`src/rtl/hpi_irq_regs.sv`:
```
module hpi_irq_regs #(
  parameter int ADDR_W = 12,
  parameter int DATA_W = 32
) (
  input  logic              clk,
  input  logic              rst_n,
  input  logic [ADDR_W-1:0] addr,
  input  logic              wr_en,
  input  logic              rd_en,
  input  logic [DATA_W-1:0] wdata,
  output logic [DATA_W-1:0] rdata,
  output logic              irq
);
  localparam logic [ADDR_W-1:0] OFF_DESC_A = ADDR_W'(12'h028);
  localparam logic [ADDR_W-1:0] OFF_DESC_B = ADDR_W'(12'h02C);
  localparam logic [ADDR_W-1:0] OFF_CTRL   = ADDR_W'(12'h04C);
  localparam logic [ADDR_W-1:0] OFF_STAT   = ADDR_W'(12'h050);
  localparam logic [ADDR_W-1:0] OFF_SW_SET = ADDR_W'(12'h1F0);
  localparam logic [ADDR_W-1:0] OFF_SW_CLR = ADDR_W'(12'h1F4);
  localparam int BIT_RAISE_B = 29;
  localparam int BIT_CTRL_LO = 16;
  localparam int BIT_READY   = 17;

  logic [DATA_W-1:0] desc_a_q, desc_b_q, ctrl_q, stat_q, sw_q;

  wire hit_a   = addr == OFF_DESC_A;
  wire hit_b   = addr == OFF_DESC_B;
  wire hit_ctl = addr == OFF_CTRL;
  wire hit_st  = addr == OFF_STAT;
  wire hit_set = addr == OFF_SW_SET;
  wire hit_clr = addr == OFF_SW_CLR;

  wire raise = wr_en & ((hit_b & wdata[BIT_RAISE_B]) | hit_set);
  wire lower = wr_en & ((hit_ctl & wdata[BIT_CTRL_LO])
                      | (hit_st & (wdata[BIT_CTRL_LO] | wdata[BIT_RAISE_B]))
                      | hit_clr);

  always_ff @(posedge clk) begin
    if (!rst_n) begin
      desc_a_q <= '0;
      desc_b_q <= '0;
      ctrl_q   <= '0;
      stat_q   <= '0;
      sw_q     <= '0;
      irq      <= 1'b0;
    end else begin
      if (wr_en) begin
        if (hit_a)   desc_a_q <= wdata;
        if (hit_b)   desc_b_q <= wdata;
        if (hit_ctl) ctrl_q   <= wdata;
        if (hit_st)  stat_q   <= wdata;
        if (hit_set) sw_q     <= sw_q | wdata;
        if (hit_clr) sw_q     <= sw_q & ~wdata;
      end
      if (raise)      irq <= 1'b1;
      else if (lower) irq <= 1'b0;
    end
  end

  logic [DATA_W-1:0] rd_mux;
  always_comb begin
    rd_mux = '0;
    unique case (1'b1)
      hit_a:             rd_mux = desc_a_q;
      hit_b:             rd_mux = desc_b_q;
      hit_ctl:           rd_mux = ctrl_q | (DATA_W'(1) << BIT_READY);
      hit_st:            rd_mux = stat_q;
      hit_set, hit_clr:  rd_mux = sw_q;
      default:           rd_mux = '0;
    endcase
  end

  assign rdata = rd_en ? rd_mux : '0;
endmodule

```
`config.mk`:
```
export PLATFORM = sky130hd
export DESIGN_NAME = hpi_irq_regs
export DESIGN_NICKNAME = d
export VERILOG_FILES = /design/src/rtl/hpi_irq_regs.sv
export SDC_FILE = /design/constraint.sdc
export NUM_CORES = 1
export LEC_CHECK = 0
export ABC_AREA = 1
export BUFFER_PORTS_ARGS = -buffer_cell sky130_fd_sc_hd__buf_2
export CAP_MARGIN = 20
export CELL_PAD_IN_SITES_DETAIL_PLACEMENT = 1
export CELL_PAD_IN_SITES_GLOBAL_PLACEMENT = 2
export CORE_UTILIZATION = 35
export CTS_BUF_LIST = sky130_fd_sc_hd__clkbuf_8 sky130_fd_sc_hd__clkbuf_16
export DETAILED_ROUTE_END_ITERATION = 10
export GPL_TIMING_DRIVEN = 0
export MAX_ROUTING_LAYER = met4
export PLACE_DENSITY = 0.86
export SYNTH_ARGS = -nofsm -noshare
export SYNTH_HDL_FRONTEND = slang
export SYNTH_SLANG_ARGS = --single-unit
```
`constraint.sdc`:
```
create_clock -name clk -period 2.2 [get_ports clk]
set_input_delay 0.11 -clock clk [delete_from_list [all_inputs] [get_ports clk]]
set_output_delay 0.11 -clock clk [all_outputs]
set_load 0.01 [all_outputs]
```
==> results of run 1 <==
==> routing by layer <==
metal	global-route usage, %	wire, um
met1	35.4	12800
met2	47.3	13800
met4	10.9	943
met3	5.16	1220
met5	-	0
==> cells by family after synthesis <==
kind of cell / after synthesis
buffers and inverters: 156
AO/OA/AOI/OAI: 274
flip-flops: 160
AND/OR/NAND/NOR: 431
==> per-stage QoR <==
step                      hold WS [ns]  worst slack (ns)  instance area (um2)  utilization, %  TNS [ns]
final                          0.00182             0.155                 8820            43.7         0
after floorplan                  0.257             0.881                 7180               -         0
after CTS                      0.00184           0.00943                 8810            43.7         0
after global routing           0.00268           0.00593                 8820            43.7         0
after global placement           0.413           -0.0683                 7920            39.3    -0.110
after detailed placement         0.423            -0.116                 7920            39.3    -0.185
==> worst max-delay path, cell delays in order <==
cell and delay (ns):
sky130_fd_sc_hd__buf_2 0.10, sky130_fd_sc_hd__nor2_1 0.16, sky130_fd_sc_hd__nand2_1 0.14, sky130_fd_sc_hd__clkinv_1 0.17
sky130_fd_sc_hd__clkbuf_1 0.66, sky130_fd_sc_hd__nand3_1 0.19, sky130_fd_sc_hd__nand2_1 0.10, sky130_fd_sc_hd__nor2_1 0.08
sky130_fd_sc_hd__nor2_1 0.08, sky130_fd_sc_hd__buf_2 0.13
==> layout by cell type (no fill, tap or decap) <==
cell	n
sky130_fd_sc_hd__buf_6	4
sky130_fd_sc_hd__nand4_1	5
sky130_fd_sc_hd__nor2_1	108
sky130_fd_sc_hd__nor2_4	4
sky130_fd_sc_hd__inv_2	2
sky130_fd_sc_hd__nor2_8	1
sky130_fd_sc_hd__buf_2	108
sky130_fd_sc_hd__nand3_1	104
sky130_fd_sc_hd__dfxtp_1	160
sky130_fd_sc_hd__clkinv_2	1
sky130_fd_sc_hd__inv_6	1
sky130_fd_sc_hd__inv_1	82
sky130_fd_sc_hd__clkinv_4	3
sky130_fd_sc_hd__buf_1	1
sky130_fd_sc_hd__clkbuf_8	3
sky130_fd_sc_hd__buf_4	9
sky130_fd_sc_hd__a211oi_1	31
sky130_fd_sc_hd__nand3_2	2
sky130_fd_sc_hd__nor2_2	2
sky130_fd_sc_hd__clkbuf_1	22
sky130_fd_sc_hd__dlygate4sd3_1	28
sky130_fd_sc_hd__a21oi_1	129
sky130_fd_sc_hd__nand2_1	200
sky130_fd_sc_hd__nand3b_1	1
sky130_fd_sc_hd__clkbuf_4	1
sky130_fd_sc_hd__clkinv_1	2
sky130_fd_sc_hd__clkbuf_16	17
sky130_fd_sc_hd__nor3_4	1
sky130_fd_sc_hd__clkbuf_2	7
sky130_fd_sc_hd__o21ai_1	1
sky130_fd_sc_hd__o21ai_0	113
sky130_fd_sc_hd__clkinvlp_4	4
sky130_fd_sc_hd__bufinv_16	2
sky130_fd_sc_hd__nand2_2	3
==> worst max path at each step <==
stage                       start        end  slack, ns
after global routing      addr[1]  rdata[12]      0.006
after CTS                 addr[1]  rdata[16]      0.009
final                     addr[1]   rdata[1]       0.16
after floorplan           addr[9]  rdata[10]       0.88
after global placement    addr[0]  rdata[31]      -0.07
after detailed placement  addr[0]  rdata[31]      -0.12
==> power groups by stage <==
stage | Combinational (W) | Sequential (W) | Clock (W)
after CTS | 0.000290 | 0.00290 | 0.00306
after global placement | 0.000250 | 0.00296 | 0
final | 0.000292 | 0.00290 | 0.00304
after global routing | 0.000314 | 0.00289 | 0.00319
after floorplan | 0.0000995 | 0.00296 | 0
after detailed placement | 0.000250 | 0.00296 | 0
==> layout make-up <==
class,count,share of cell area (%)
Buffer,71,4.24
Clock buffer,20,5.29
Clock inverter,12,1.52
Inverter,85,3.62
Multi-Input combinational cell,705,37.4
Sequential cell,160,36.3
Tap cell,270,3.83
Timing Repair Buffer,109,7.80
==> timing repair <==
action / in CTS / in global routing
gates resized for setup: 1 / 15
hold buffers: 28 / 0
endpoints found under the hold margin: 45 / 0
buffers inserted: 1 / 0
setup endpoints to repair: 11 / 23
pin swaps: 1 / 0
==> metrics.md, run 1 <==
| Metric | Value |
|---|---|
| Maximum clock frequency | `0.489 GHz` |
| Final ANT Viol Nets | `0` |
| Initial core utilization | `35.6%` |
| Clock tree from TritonCTS | `yes` |
| Worst hold path startpoint | `wdata[11]` |
| Worst Hold Path EP | `desc_b_q[11]$_SDFFE_PN0P_` |
| Netlist area before placement | `7180 um2` |
| CP Launch Type | `input port` |
| Post-Synthesis Cells | `1021` |
| First-pass GRT wire length | `44600 um` |
| Fillcell total | `2639` |
| Ys Warns | `0` |
| Top-area cell type share of the netlist area | `44.6%` |
| Share of power burned in combinational logic | `4.7%` |
| Row Count | `52` |
| Setup crit end kind | `output port` |
| Period Utilization, post-route | `92.9%` |
| Chip width | `145 um` |
| WL/cell | `20.1 um` |
| Post-Syn Nets | `1069` |
| Maximum clock path buffer count | `2` |
| Global Route Usage Sum | `28.9%` |
| Post-synth top cells | `sky130_fd_sc_hd__nand2_1 (200), sky130_fd_sc_hd__dfxtp_1 (160), sky130_fd_sc_hd__a21oi_1 (129)` |
| Vias per std cell | `5.24` |
| TritonRoute pass-1 iters | `7` |
| Clock power share | `48.8%` |
| Leak | `3.61 nW` |
| Share of layout cells above drive strength 1 | `15.1%` |
| Top cells by area, synth | `sky130_fd_sc_hd__dfxtp_1 (45%), sky130_fd_sc_hd__nand2_1 (10%), sky130_fd_sc_hd__a21oi_1 (9.0%), sky130_fd_sc_hd__o21ai_0 (7.9%), sky130_fd_sc_hd__nand3_1 (7.2%)` |
| Area added between synthesis and finish | `22.8%` |
| Initial drt markers | `416` |
| Sequential standard cell area | `3200 um2` |
| Mapped Avg Cell Area | `7.03 um2` |
| # Max-Cap Violations | `0` |
| Number of flops mapped to enable cells by yosys | `0` |
| Fin nets | `1197` |
| Diodes inserted | `0` |
| Endpoint of the most critical register-to-register path | `desc_a_q[19]$_SDFFE_PN0P_` |
| Via Count | `7509` |
| Inst Count DP | `1371` |
| Number of library cell types mapped by synthesis | `24` |
| Multi-input gate area | `3300 um2` |
| Post-DP HPWL | `18800 um` |
| Crit Reg-Reg Startpoint | `desc_a_q[19]$_SDFFE_PN0P_` |
| Count of final hold-check violations | `0` |
| Number of global-route vias before repair | `7918` |
| Adder-cell share of the synthesized area | `0%` |
| Total CTS buffers | `17` |
| Arrival time of data at the critical path endpoint | `1.93 ns` |
| Peak ir drop on the vdd network | `0.000469 V` |
| Required @ worst endpoint | `2.09 ns` |
| Synth Area in Compound Gates | `20.2%` |
| Run status | `complete, no violations` |
| Hold path cells | `3` |
| Tot Pwr | `0.00623 W` |
| RSZ-0062 raised after global routing | `false` |
| Max Fanout on Critical Path | `10` |
| Max_slew headroom | `43.3%` |
| Clock-pin slew on the worst setup and hold paths | `0.07 ns` |
| Power share of the sequential group | `46.5%` |
| Switch share | `23.7%` |
| Actual slew at the worst max-slew pin | `0.851 ns` |
| Die area | `21100 um2` |
| Sequential cell area fraction in the yosys report | `44.6%` |
| Pin count of the biggest net entering global routing | `17` |
| Level count of the clock H-tree | `4` |
| Main combinational cell family by area after synthesis | `simple AND/OR/NAND/NOR gates` |
| Synth Area in Simple Gates | `25.7%` |
| Switching pwr | `0.00148 W` |
| Number of antenna violations at the first check in global routing | `0` |
| Leftover overflow at the end of global routing | `0` |
| Register bit total from synthesis | `160` |
| Fraction of synthesized cell area in xor and xnor cells | `0%` |
| Internal Power | `0.00475 W` |
| Maximum clock skew at final layout | `0 ns` |
| Sum of routed wire length over all layers | `28800 um` |
| I/O Pins | `81` |
| RePlAce Congestion | `0.795` |
| Min cycle time layout | `2.04 ns` |
| Areal power density over the cells | `706 nW/um2` |
| Top cell type by total area after synthesis | `sky130_fd_sc_hd__dfxtp_1` |
| Slew Viols, Final | `0` |
| Main synth FF type | `sky130_fd_sc_hd__dfxtp_1` |
| Worst-skew pair later-pin latency | `0.42 ns` |
| Number of remaining DRC errors | `0` |
| Most used standard cell by instance count after synthesis | `sky130_fd_sc_hd__nand2_1` |
| Total setup violations reported at the end of the flow | `0` |
| Cell Count, Final, Fillers Out | `1432` |
| Crit Path Category | `in -> out` |
| Die extent in y | `145 um` |
| # clock sinks | `160` |
| Core ar. | `20200 um2` |
| FF-to-FF path depth | `2` |
| Master cell of the clock root buffer | `sky130_fd_sc_hd__clkbuf_16` |
| Proportion of register bits with asynchronous set or reset after synthesis | `0%` |
| Multiplexer fraction of the synthesized cell area | `0%` |
| PortBufs | `80` |
| Worst reg-to-reg setup slack | `1.40 ns` |
| Worst min-delay path class | `in -> reg` |
(Power assumes the default switching activity.)
==> inputs of run 2 (changes only) <==
--- a/config.mk
+++ b/config.mk
@@ -10,6 +10,7 @@
 export CAP_MARGIN = 20
 export CELL_PAD_IN_SITES_DETAIL_PLACEMENT = 1
 export CELL_PAD_IN_SITES_GLOBAL_PLACEMENT = 2
+export CORE_MARGIN = 5
 export CORE_UTILIZATION = 35
 export CTS_BUF_LIST = sky130_fd_sc_hd__clkbuf_8 sky130_fd_sc_hd__clkbuf_16
 export DETAILED_ROUTE_END_ITERATION = 10
==> run 2 against run 1 <==
First-iteration DRC count rose by 21%. Sequential power about the same. Non-clock buffer count shrank 1. Final area rose by 0.37%. Final cell count about the same. Critical path type unchanged. Clock skew did not move. Critical endpoint is now rdata[31]. Sequential cell count is the same. Sequential share of layout area shrank 0.13 points. Global-route usage decreased by 3.6 points. Largest power group unchanged. Critical path depth did not move. Setup slack gained 0.015 ns. Clock power is 8.6% higher.
==> metrics.md, run 2 (synthesized netlist as in run 1, its figures left out) <==
| Metric | Value |
|---|---|
| Worst-skew pair later-pin latency | `0.43 ns (about the same)` |
| Run status | `complete, no violations` |
| Post-DP HPWL | `19500 um (+3.6%)` |
| Maximum clock skew at final layout | `0 ns (unchanged)` |
| Level count of the clock H-tree | `4 (unchanged)` |
| I/O Pins | `81 (unchanged)` |
| Share of layout cells above drive strength 1 | `14.8% (-0.23 points)` |
| Master cell of the clock root buffer | `sky130_fd_sc_hd__clkbuf_16` |
| Number of antenna violations at the first check in global routing | `1 (+1)` |
| Areal power density over the cells | `733 nW/um2 (+3.7%)` |
| Via Count | `7507 (-0.027%)` |
| Clock-pin slew on the worst setup and hold paths | `0.06 ns (about the same)` |
| First-pass GRT wire length | `45000 um (+0.98%)` |
| Maximum clock path buffer count | `2 (unchanged)` |
| Max Fanout on Critical Path | `10 (unchanged)` |
| TritonRoute pass-1 iters | `5 (-2)` |
| Clock tree from TritonCTS | `yes` |
| Arrival time of data at the critical path endpoint | `1.92 ns (about the same)` |
| CP Launch Type | `input port` |
| Global Route Usage Sum | `25.3% (-3.6 points)` |
| Max stage delay on crit path | `0.61 ns (-0.05 ns)` |
| Die extent in y | `153 um (+5.5%)` |
| Initial core utilization | `35.5% (-0.11 points)` |
| Most frequent standard cell in the layout excluding fill and tap cells | `sky130_fd_sc_hd__nand2_1` |
| Worst min-delay path class | `in -> reg` |
| PortBufs | `80 (unchanged)` |
| RePlAce Congestion | `0.808 (+1.7%)` |
| Sum of routed wire length over all layers | `29000 um (+0.79%)` |
| # Max-Cap Violations | `0 (unchanged)` |
| Final ANT Viol Nets | `0 (unchanged)` |
| WL/cell | `20.3 um (+0.86%)` |
| Min cycle time layout | `2.03 ns (-0.0154 ns)` |
| Pin count of the biggest net entering global routing | `17 (unchanged)` |
| Peak ir drop on the vdd network | `0.000446 V (-5.0%)` |
| Leftover overflow at the end of global routing | `0 (unchanged)` |
| Period Utilization, post-route | `92.2% (-0.70 points)` |
| Setup crit end kind | `output port` |
| Initial drt markers | `502 (+21%)` |
| Actual slew at the worst max-slew pin | `0.778 ns (-0.0730 ns)` |
| Max_slew headroom | `48.2% (+4.9 points)` |
| Area added between synthesis and finish | `23.3%` |
| Leak | `3.63 nW (+0.68%)` |
| Worst reg-to-reg setup slack | `1.46 ns (+0.06 ns)` |
| Chip width | `153 um (+5.5%)` |
| Required @ worst endpoint | `2.09 ns (about the same)` |
| Cell Count, Final, Fillers Out | `1431 (-0.070%)` |
| Commonest cells after routing, fill and taps aside | `sky130_fd_sc_hd__nand2_1 (200), sky130_fd_sc_hd__dfxtp_1 (160), sky130_fd_sc_hd__a21oi_1 (129), sky130_fd_sc_hd__o21ai_0 (113), sky130_fd_sc_hd__buf_2 (109)` |
| # clock sinks | `160 (unchanged)` |
| Crit Path Category | `in -> out` |
| Number of global-route vias before repair | `7769 (-1.9%)` |
| RSZ-0062 raised after global routing | `false` |
| Tot Pwr | `0.00648 W (+4.1%)` |
| Worst-path cell chain | `buf_2 > nor2_2 > nand3b_1 > nor2_4 > clkbuf_1 > nand3_1 > nand2_1 > nor2_1 > nor2_1 > buf_2` |
| Core ar. | `20200 um2 (+0.32%)` |
| Total CTS buffers | `17 (unchanged)` |
| Fin nets | `1196 (-0.084%)` |
| Number of remaining DRC errors | `0 (unchanged)` |
| Slowest library cell on the worst path | `sky130_fd_sc_hd__clkbuf_1` |
| Inst Count DP | `1371 (unchanged)` |
| Row Count | `52 (unchanged)` |
| Total setup violations reported at the end of the flow | `0 (unchanged)` |
| Post-route setup TNS | `0 ns (unchanged)` |
| Count of final hold-check violations | `0 (unchanged)` |
| Slew Viols, Final | `0 (unchanged)` |
| Maximum clock frequency | `0.493 GHz (+0.76%)` |
| Vias per std cell | `5.25 (about the same)` |
| Die area | `23500 um2 (+11%)` |
-- run 2: path summary, 6_finish.rpt --
path / startpoint / to / cells past startpoint
hold reg to reg: desc_b_q[14]$_SDFFE_PN0P_ / desc_b_q[14]$_SDFFE_PN0P_ / 2
setup / recovery: addr[11] / rdata[31] / 10
hold / removal: wdata[0] / flop / 3
setup reg to reg: desc_b_q[23]$_SDFFE_PN0P_ / desc_b_q[23]$_SDFFE_PN0P_ / 2
-- run 2: metrics by stage --
| step | setup WS [ns] | util (%) | hold WS [ns] | area, um2 |
|---|---|---|---|---|
| floorplan | 0.881 | - | 0.257 | 7180 |
| global placement | -0.120 | 39.1 | 0.417 | 7920 |
| detailed placement | -0.127 | 39.1 | 0.425 | 7920 |
| CTS | 0.0440 | 43.7 | 0.00136 | 8840 |
| global route | 0.0423 | 43.7 | 0.00798 | 8850 |
| finish | 0.171 | 43.7 | 0.0106 | 8850 |
-- run 2: power breakdown --
group / internal (W) / switching (W) / total, W / leakage [nW]
Clock: 0.00206 / 0.00124 / 0.00330 / 0.317
Combinational: 0.0000890 / 0.000204 / 0.000293 / 2.03
Sequential: 0.00290 / 0.000000236 / 0.00290 / 1.29
Total: 0.00504 / 0.00144 / 0.00648 / 3.63
-- run 2: cell type report --
cell class | instances | area [um2]
antenna | 1 | 2.50
tap | 270 | 338
inverter | 85 | 319
sequential | 160 | 3200
multi-input combinational | 705 | 3300
buffer | 71 | 370
timing repair buffer | 108 | 678
clock inverter | 12 | 191
clock buffer | 19 | 453
fill | 2598 | 11400
-- run 2: metal layers --
layer	part of all wire, %	GRT usage (%)
met2	49	42.6
met4	1.6	5.73
met3	4.6	4.21
met1	45	32.0
met5	0	-
-- run 2: worst max-delay path: cells and delay by family --
| kind | cells | cell delay (ns) |
|---|---|---|
| buffers and inverters | 3 | 0.87 |
| AND/OR/NAND/NOR | 7 | 0.93 |
-- run 2: repair_timing --
item,in CTS,in global routing
resized for setup,2,9
setup buffers,1,0
endpoints found under the hold margin,42,0
pin swaps,1,0
endpoints found under the setup margin,13,7
hold buffers,27,0
==> inputs of run 3 (changes only) <==
--- a/config.mk
+++ b/config.mk
@@ -7,7 +7,6 @@
 export LEC_CHECK = 0
 export ABC_AREA = 1
 export BUFFER_PORTS_ARGS = -buffer_cell sky130_fd_sc_hd__buf_2
-export CAP_MARGIN = 20
 export CELL_PAD_IN_SITES_DETAIL_PLACEMENT = 1
 export CELL_PAD_IN_SITES_GLOBAL_PLACEMENT = 2
 export CORE_MARGIN = 5
==> constraint.sdc (replaced) <==
create_clock -name clk -period 2.2 [get_ports clk]
set_input_delay 0.44 -clock clk [delete_from_list [all_inputs] [get_ports clk]]
set_output_delay 0.44 -clock clk [all_outputs]
set_load 0.01 [all_outputs]
==> run 3 against run 2 <==
The run now ends with setup timing left. Sequential power about the same. Final area rose by 10%. Power increased by 0.40%. Clock skew stayed put. Critical endpoint is now rdata[0]. Register-to-register slack lost 0.09 ns. Largest power group unchanged. Utilization increased by 4.6 points. Sequential share of layout area shrank 3.4 points.
==> metrics.md, run 3 (synthesized netlist as in run 1, its figures left out) <==
| Metric | Value |
|---|---|
| Number of remaining DRC errors | `0 (unchanged)` |
| Top Metal Used | `met4` |
| Number of global-route vias before repair | `8051 (+3.6%)` |
| # clock sinks | `160 (unchanged)` |
| Number of antenna violations at the first check in global routing | `0 (-1)` |
| Worst min-delay path class | `in -> reg` |
| Worst-skew pair later-pin latency | `0.43 ns (about the same)` |
| Pin count of the biggest net entering global routing | `17 (unchanged)` |
| WL/cell | `22.4 um (+10%)` |
| Core ar. | `20200 um2 (unchanged)` |
| Routed wl met3 | `1890 um (+43%)` |
| Post-route setup slack | `-0.144 ns (-0.315 ns)` |
| Via Count | `7839 (+4.4%)` |
| Level count of the clock H-tree | `4 (unchanged)` |
| Peak ir drop on the vdd network | `0.000457 V (+2.6%)` |
| Leftover overflow at the end of global routing | `0 (unchanged)` |
| Maximum clock frequency | `0.427 GHz (-13%)` |
| PortBufs | `80 (unchanged)` |
| Crit Path Category | `in -> out` |
| Max Fanout on Critical Path | `10 (unchanged)` |
| Maximum clock path buffer count | `2 (unchanged)` |
| Crit Reg-Reg Startpoint | `desc_b_q[31]$_SDFFE_PN0P_` |
| Maximum clock skew at final layout | `0 ns (unchanged)` |
| CP Launch Type | `input port` |
| Total CTS buffers | `17 (unchanged)` |
| Most frequent standard cell in the layout excluding fill and tap cells | `sky130_fd_sc_hd__nand2_1` |
| Max_slew headroom | `49.5% (+1.4 points)` |
| Area added between synthesis and finish | `36.1%` |
| Row Count | `52 (unchanged)` |
| Share of the core filled with cells | `48.3% (+4.6 points)` |
| # Max-Cap Violations | `0 (unchanged)` |
| Post-route cell area | `9780 um2 (+10%)` |
| Min cycle time layout | `2.34 ns (+0.315 ns)` |
| Final ANT Viol Nets | `0 (unchanged)` |
| RSZ-0062 raised after global routing | `true` |
| Worst hold path startpoint | `wdata[18]` |
| Chip width | `153 um (unchanged)` |
| Cell Count, Final, Fillers Out | `1440 (+0.63%)` |
| Global Route Usage Sum | `26.6% (+1.3 points)` |
| Die extent in y | `153 um (unchanged)` |
| First-pass GRT wire length | `47100 um (+4.6%)` |
| Required @ worst endpoint | `1.76 ns (-0.33 ns)` |
| Areal power density over the cells | `666 nW/um2 (-9.1%)` |
| Setup crit end kind | `output port` |
| Vias per std cell | `5.44 (+3.8%)` |
| Initial core utilization | `35.5% (unchanged)` |
| Inst Count DP | `1371 (unchanged)` |
| Fin nets | `1206 (+0.84%)` |
| Period Utilization, post-route | `107% (+14 points)` |
| Final Hold Slack | `0.310 ns (+0.300 ns)` |
| I/O Pins | `81 (unchanged)` |
| Die area | `23500 um2 (unchanged)` |
| Total length of routed met2 wires | `15800 um (+11%)` |
| Post-DP HPWL | `19500 um (unchanged)` |
| Clock-pin slew on the worst setup and hold paths | `0.07 ns (about the same)` |
| Start point of the critical path | `addr[10]` |
| Share of layout cells above drive strength 1 | `24.9% (+10 points)` |
| Slew Viols, Final | `0 (unchanged)` |
| Sum of routed wire length over all layers | `32200 um (+11%)` |
| Post-route setup TNS | `-2.09 ns (-2.09 ns)` |
| Commonest cells after routing, fill and taps aside | `sky130_fd_sc_hd__nand2_1 (180), sky130_fd_sc_hd__dfxtp_1 (160), sky130_fd_sc_hd__a21oi_1 (129), sky130_fd_sc_hd__o21ai_0 (106), sky130_fd_sc_hd__buf_2 (91)` |
| Post-route met1 wirelength | `13600 um (+5.0%)` |
| Violations in the final reports | `setup timing` |
| RePlAce Congestion | `0.808 (unchanged)` |
| Actual slew at the worst max-slew pin | `0.757 ns (-0.0205 ns)` |
| Count of final hold-check violations | `0 (unchanged)` |
| Master cell of the clock root buffer | `sky130_fd_sc_hd__clkbuf_16` |
| Arrival time of data at the critical path endpoint | `1.90 ns (-0.02 ns)` |
| Total setup violations reported at the end of the flow | `32 (+32)` |
| Diodes inserted | `0 (-1)` |
| TritonRoute pass-1 iters | `4 (-1)` |
| Clock tree from TritonCTS | `yes` |
| Placement Cell Area | `7920 um2 (unchanged)` |
| Run status | `complete, but fails checks` |
| Initial drt markers | `564 (+12%)` |
| Leak | `4.07 nW (+12%)` |
[run 3: changes by cell type in the layout (fill, tap and decap cells not counted), moves of 10 or more]
| cell | delta |
|---|---|
| sky130_fd_sc_hd__nand3_1 | -22 |
| sky130_fd_sc_hd__nand2_1 | -20 |
| sky130_fd_sc_hd__buf_4 | +20 |
| sky130_fd_sc_hd__buf_6 | +11 |
| sky130_fd_sc_hd__buf_12 | +14 |
| sky130_fd_sc_hd__nand2_2 | +10 |
| sky130_fd_sc_hd__nor2_4 | +11 |
| sky130_fd_sc_hd__dlygate4sd3_1 | -27 |
| sky130_fd_sc_hd__nand3_2 | +19 |
| sky130_fd_sc_hd__nor2_2 | +16 |
| sky130_fd_sc_hd__buf_2 | -18 |
| sky130_fd_sc_hd__nor2_1 | -27 |
[run 3: stage by stage]
step | setup WS (ns) | power [W]
6_report | -0.144 | 0.00651
5_1_grt | -0.161 | 0.00668
4_1_cts | -0.0593 | 0.00650
3_5_place_dp | -0.787 | 0.00321
3_3_place_gp | -0.780 | 0.00321
2_1_floorplan | 0.221 | 0.00306
[run 3: path summary, 6_finish.rpt]
check	to	slack, ns	depth (start not counted)
setup / recovery	rdata[0]	-0.14	11
hold / removal	flop	0.31	3
setup reg to reg	desc_b_q[31]$_SDFFE_PN0P_	1.37	2
hold reg to reg	desc_b_q[8]$_SDFFE_PN0P_	0.46	2
[run 3: layer usage]
layer  GRT usage, %  vias to the layer above
li1               -                     3649
met1           32.4                     3871
met4           8.23                        0
met3           5.17                       57
met5              -                        -
met2           44.7                      262
[run 3: worst max-delay path, stage by stage]
cell	delay, ns
sky130_fd_sc_hd__buf_6	0.10
sky130_fd_sc_hd__nor2_4	0.13
sky130_fd_sc_hd__nand2_4	0.09
sky130_fd_sc_hd__nor2_4	0.13
sky130_fd_sc_hd__buf_6	0.15
sky130_fd_sc_hd__nand2_8	0.07
sky130_fd_sc_hd__clkbuf_8	0.19
sky130_fd_sc_hd__o21ai_1	0.20
sky130_fd_sc_hd__nor2_1	0.10
sky130_fd_sc_hd__nor2_1	0.16
sky130_fd_sc_hd__buf_2	0.16
[run 3: final cells by class]
type	count	area, um2
Sequential cell	160	3200
Clock inverter	12	191
Fill cell	2533	10500
Multi-Input combinational cell	705	3680
Clock buffer	19	453
Tap cell	270	338
Timing Repair Buffer	118	940
Inverter	85	360
Buffer	70	606
Timing Repair inverter	1	8.76
[run 3: power breakdown]
part           internal [W]  switching [W]  total (W)
logic             0.0000764       0.000223   0.000300
clock network       0.00206        0.00126    0.00331
registers           0.00290    0.000000263    0.00290
[run 3: repair_timing]
action / 4_1_cts / 5_1_grt
hold buffers: 0 / 0
pin swaps: 18 / 18
endpoints found under the hold margin: 0 / 0
setup buffers: 25 / 6
resized for setup: 126 / 88
cloned: 5 / 3
endpoints found under the setup margin: 32 / 32
